--- config.mk ---
export PLATFORM = sky130hd
export DESIGN_NAME = sentinel_uart_tx
export DESIGN_NICKNAME = d
export VERILOG_FILES = /design/src/rtl/sentinel_tx_pkg.sv /design/src/rtl/req_edge_capture.sv /design/src/rtl/frame_shifter.sv /design/src/rtl/busy_tracker.sv /design/src/rtl/sentinel_uart_tx.sv
export SDC_FILE = /design/constraint.sdc
export NUM_CORES = 1
export LEC_CHECK = 0
export BUFFER_PORTS_ARGS = -buffer_cell sky130_fd_sc_hd__buf_2
export CAP_MARGIN = 10
export CORE_MARGIN = 2
export CORE_UTILIZATION = 45
export CTS_BUF_LIST = sky130_fd_sc_hd__clkbuf_8 sky130_fd_sc_hd__clkbuf_16
export DETAILED_ROUTE_END_ITERATION = 12
export GPL_TIMING_DRIVEN = 0
export PLACE_DENSITY = 0.67
export SETUP_SLACK_MARGIN = 0.05
export SYNTH_ARGS = -nofsm -noshare
export SYNTH_HDL_FRONTEND = slang
export SYNTH_SLANG_ARGS = --single-unit
--- constraint.sdc ---
create_clock -name clk -period 1.6 [get_ports clk]
set_input_delay 0.24 -clock clk [delete_from_list [all_inputs] [get_ports clk]]
set_output_delay 0.24 -clock clk [all_outputs]
set_load 0.01 [all_outputs]
--- src/rtl/sentinel_tx_pkg.sv ---
package sentinel_tx_pkg;

    localparam int DEF_DATA_W = 8;

    // Per-cycle control decisions for the frame register.
    typedef struct packed {
        logic load;
        logic shift;
    } shift_ctl_t;

    // Empty marker: a one in bit 0 and zeros above it.
    function automatic logic [DEF_DATA_W+1:0] empty_pattern();
        logic [DEF_DATA_W+1:0] p;
        p = '0;
        p[0] = 1'b1;
        return p;
    endfunction

endpackage

--- src/rtl/req_edge_capture.sv ---
module req_edge_capture (
    input  logic clk,
    input  logic rst,
    input  logic req,
    input  logic block,
    output logic req_toggle
);
    logic req_q;
    logic rise;

    assign rise = req & ~req_q;

    always_ff @(posedge clk) begin
        if (rst) begin
            req_q      <= 1'b0;
            req_toggle <= 1'b0;
        end else begin
            req_q <= req;
            if (rise && !block) begin
                req_toggle <= ~req_toggle;
            end
        end
    end
endmodule

--- src/rtl/frame_shifter.sv ---
module frame_shifter
    import sentinel_tx_pkg::*;
#(
    parameter int DATA_W = DEF_DATA_W
) (
    input  logic              clk,
    input  logic              rst,
    input  logic              baud_tick,
    input  logic              start_pending,
    input  logic [DATA_W-1:0] data_in,
    output logic              line_out,
    output logic              is_empty,
    output logic              load_now
);
    localparam int FRAME_W = DATA_W + 2;
    localparam logic [FRAME_W-1:0] EMPTY = {{(FRAME_W-1){1'b0}}, 1'b1};

    logic [FRAME_W-1:0] frame_q;
    shift_ctl_t         ctl;

    assign is_empty = (frame_q == EMPTY);

    always_comb begin
        ctl.load  = baud_tick & start_pending & is_empty;
        ctl.shift = baud_tick & ~is_empty;
    end

    always_ff @(posedge clk) begin
        if (rst) begin
            frame_q <= EMPTY;
        end else if (ctl.load) begin
            frame_q <= {1'b1, data_in, 1'b0};
        end else if (ctl.shift) begin
            frame_q <= {1'b0, frame_q[FRAME_W-1:1]};
        end
    end

    assign line_out = frame_q[0];
    assign load_now = ctl.load;
endmodule

--- src/rtl/busy_tracker.sv ---
module busy_tracker (
    input  logic clk,
    input  logic rst,
    input  logic baud_tick,
    input  logic is_empty,
    input  logic load_now,
    input  logic req_toggle,
    output logic busy,
    output logic start_pending
);
    logic in_flight;
    logic done_toggle;
    logic finish;

    assign finish        = baud_tick & in_flight & is_empty;
    assign busy          = req_toggle ^ done_toggle;
    assign start_pending = busy & ~in_flight;

    always_ff @(posedge clk) begin
        if (rst) begin
            in_flight   <= 1'b0;
            done_toggle <= 1'b0;
        end else begin
            if (load_now) begin
                in_flight <= 1'b1;
            end else if (finish) begin
                in_flight <= 1'b0;
            end
            if (finish) begin
                done_toggle <= ~done_toggle;
            end
        end
    end
endmodule

--- src/rtl/sentinel_uart_tx.sv ---
module sentinel_uart_tx
    import sentinel_tx_pkg::*;
#(
    parameter int DATA_W = DEF_DATA_W
) (
    input  logic              clk,
    input  logic              rst,
    input  logic              baud_tick,
    input  logic              req,
    input  logic [DATA_W-1:0] data_in,
    output logic              tx_line,
    output logic              busy
);
    logic req_toggle;
    logic start_pending;
    logic is_empty;
    logic load_now;

    req_edge_capture u_edge (
        .clk        (clk),
        .rst        (rst),
        .req        (req),
        .block      (busy),
        .req_toggle (req_toggle)
    );

    frame_shifter #(.DATA_W(DATA_W)) u_shift (
        .clk           (clk),
        .rst           (rst),
        .baud_tick     (baud_tick),
        .start_pending (start_pending),
        .data_in       (data_in),
        .line_out      (tx_line),
        .is_empty      (is_empty),
        .load_now      (load_now)
    );

    busy_tracker u_busy (
        .clk           (clk),
        .rst           (rst),
        .baud_tick     (baud_tick),
        .is_empty      (is_empty),
        .load_now      (load_now),
        .req_toggle    (req_toggle),
        .busy          (busy),
        .start_pending (start_pending)
    );
endmodule

==> flow_summary.toml <==
[power_and_ir_drop]
power_leakage_uw = 0.000324
vdd_drop_max_mv = 0.683
power.density_mw_per_mm2 = 1170
total_power_uw = 1010

[yosys]
syn_nets = 81
synth_cells = 69
syn_area_sq_um = 694
synth.area.top_cells = "dfxtp_1 (40%), a211oi_2 (14%), a21oi_1 (12%)"
synth_cell_type_count = 21
ys_warn_count = 0
synth_top_cell_by_area = "dfxtp_1"
syn_area_per_cell_sq_um = 10.1
yosysTopAreaCellShare_pct = 40.4
synth-seq-cells = 14
ys_seq_area_share_pct = 40.4

[worst_setup_path]
crit_path_max_fanout = 8
path_buf_inv = 2
crit_arrival_ns = 1.61
cp_slowest_cell = "dfxtp_2"
startpoint_type = "flop"
cp-end-kind = "flop"
endpoint = "u_shift.frame_q[6]$_SDFFE_PP0P_"
r2r_start = "u_shift.frame_q[1]$_SDFFE_PP0P_"
cp_num_cells = 6
worstPathRequired_ns = 1.70
critPathMostFrequentCell = "buf_4"
r2r-end = "u_shift.frame_q[6]$_SDFFE_PP0P_"
worstRegToRegCells = 6
cp_cell_sequence = "nor4_4 > buf_4 > o2111ai_4 > buf_4 > a21oi_1 > a211oi_2"
startpoint = "u_shift.frame_q[1]$_SDFFE_PP0P_"
crit_type = "reg2reg"
reg2reg_slack_ns = 0.1
max_stage_delay_ns = 0.33
cpLargestDelayFamily = "buffers and inverters"

[global_routing]
grt_pass1_vias = 556
grt_max_degree = 11
grt_pass1_wl_um = 2570
antenna_found_initial = 0
grt_usage_pct = 19.3
grt_overflow_total = 0

[routing]
wl_per_cell_um = 14.7
ant_nets = 0
viasPerCell = 5.73
vias = 596
wl_um = 1530
dr.pass1.iters = 4
drc_errors = 0
dr.first_iter.drc_count = 16

[finish]
syn_to_final_growth_pct = 24.3
seqCellArea_sq_um = 283
final_common_cell = "a21oi_1"
fill_cells = 140
drive_gt1_share_pct = 45.5
antenna_cells = 0
fin_util_pct = 58.7
most-common-layout-cells = "a21oi_1 (15), buf_2 (13), dfxtp_1 (12), a211oi_2 (8)"
multi_input_area_sq_um = 394
fin_nets = 102

[place]
gp_congestion = 0.723
dpl_worst_slack_ns = -0.000537
io_buffers = 13

[sta]
finalSetupViolations = 0
fin_crit_sh_pct = 94.0
hold_viol = 0
fin_hold_ws_ns = 0.212
worst_slew_pin_slew_ns = 0.613
rsz0062_at_grt = "yes"
relSlewSlack_pct = 59.2
setup_ws_ns = 0.0967
slew_viol_final = 0
finClkSkew_ns = 0.00343
fin_crit_ns = 1.50
max_clock_freq_mhz = 665

[clock_network]
insertion_delay_ns = 0.24
cts_root_buffer = "clkbuf_8"
holdBufCountCts = 0
cts_tree = "yes"
cts_max_path_buffers = 2
htree_num_levels = 1
cts.sinks = 14
cts_buffers = 3
clk_pin_slew_worst_paths_ns = 0.06

[floorplan]
pin_count = 14
die_h_um = 43.3
initial_core_util_pct = 47.2
rows = 14
die-area_sq_mm = 0.00187
die_w_um = 43.3
core_sq_mm = 0.00147

[hold_path]
hold_depth = 2
hold_class = "in2reg"

[status]
status = "complete, no violations"

[flow_run]
drv_cap = 0
-- cell usage after synthesis --
library cell,instances
nor2b_1,2
nand2b_1,2
nand2_1,2
a211oi_2,8
nor4_4,2
xnor2_1,1
nor3b_1,1
a21oi_1,16
clkbuf_1,2
inv_1,4
o21ai_0,2
dfxtp_1,14
a31oi_1,4
mux2i_1,1
o2111ai_4,1
nand4_1,2
buf_2,1
nor2_1,1
and2_4,1
buf_6,1
and3_2,1
-- timing repair --
item	in CTS	in global routing
setup endpoints to repair	8	10
resized for setup	1	6
endpoints found under the hold margin	0	0
pin swaps	3	3
setup buffers	3	1
-- worst register-to-register path, stage by stage, from the launching register on --
cell	delay (ns)
dfxtp_2	0.33
nor4_4	0.31
buf_4	0.17
o2111ai_4	0.12
buf_4	0.19
a21oi_1	0.18
a211oi_2	0.06
-- per-layer routing --
metal	wire [um]	track usage (%)	share of wire [%]	vias to the layer above
met5	0	0	0	-
met4	17	12.1	1.1	0
met3	59	5.11	3.9	2
met2	773	28.7	51	13
met1	677	24.3	44	286
li1	-	-	-	295
-- through the flow --
| step | TNS (ns) | std cells | cell area (sq um) |
|---|---|---|---|
| 6_report | 0 | 104 | 863 |
| 3_3_place_gp | 0 | 98 | 779 |
| 2_1_floorplan | 0 | 69 | 694 |
| 3_5_place_dp | -0.000537 | 98 | 779 |
| 4_1_cts | 0 | 104 | 848 |
| 5_1_grt | 0 | 104 | 863 |
-- area by class of cell --
cell class | count | area share [%]
multi-input cells | 47 | 45.7
flip-flops and latches | 14 | 32.8
repair buffers | 17 | 11.0
clock buffers | 3 | 4.78
well taps | 16 | 2.32
plain buffers | 3 | 1.74
inverters | 4 | 1.74
-- flip-flops by register name, indices dropped and copies added, names as in the netlist --
| name | cells |
|---|---|
| u_busy.done_toggle | 1 |
| u_busy.in_flight | 1 |
| u_edge.req_q | 1 |
| u_edge.req_toggle | 1 |
| u_shift.frame_q | 10 |
-- how the worst min path moves through the flow --
| stage | from | end |
|---|---|---|
| 6_report | rst | u_shift.frame_q[1]$_SDFFE_PP0P_ |
| 3_3_place_gp | u_shift.frame_q[0]$_SDFFE_PP1P_ | u_shift.frame_q[0]$_SDFFE_PP1P_ |
| 5_1_grt | rst | u_shift.frame_q[2]$_SDFFE_PP0P_ |
| 3_5_place_dp | req | u_edge.req_q$_SDFF_PP0_ |
| 2_1_floorplan | rst | u_shift.frame_q[1]$_SDFFE_PP0P_ |
| 4_1_cts | rst | u_shift.frame_q[1]$_SDFFE_PP0P_ |
-- cells by family (layout without fill, tap and decap cells) --
| logic type | after synthesis | in the layout | synth area share [%] |
|---|---|---|---|
| xor gates and xnor gates | 1 | 1 | 1.26 |
| muxes | 1 | 1 | 1.44 |
| AOI/OAI and AO/OA | 31 | 31 | 34.8 |
| DFF | 14 | 14 | 40.4 |
| and+or+nand+nor | 14 | 14 | 16.6 |
| buffers and inverters | 8 | 27 | 5.58 |
-- power breakdown --
group / leakage, uW / switching (uW) / total, uW / internal, uW
sequential: 0.000116 / 44.2 / 431 / 387
combinational: 0.000186 / 145 / 290 / 145
clock: 0.0000216 / 120 / 287 / 167
Note: power is estimated with default switching activity, not from simulation.
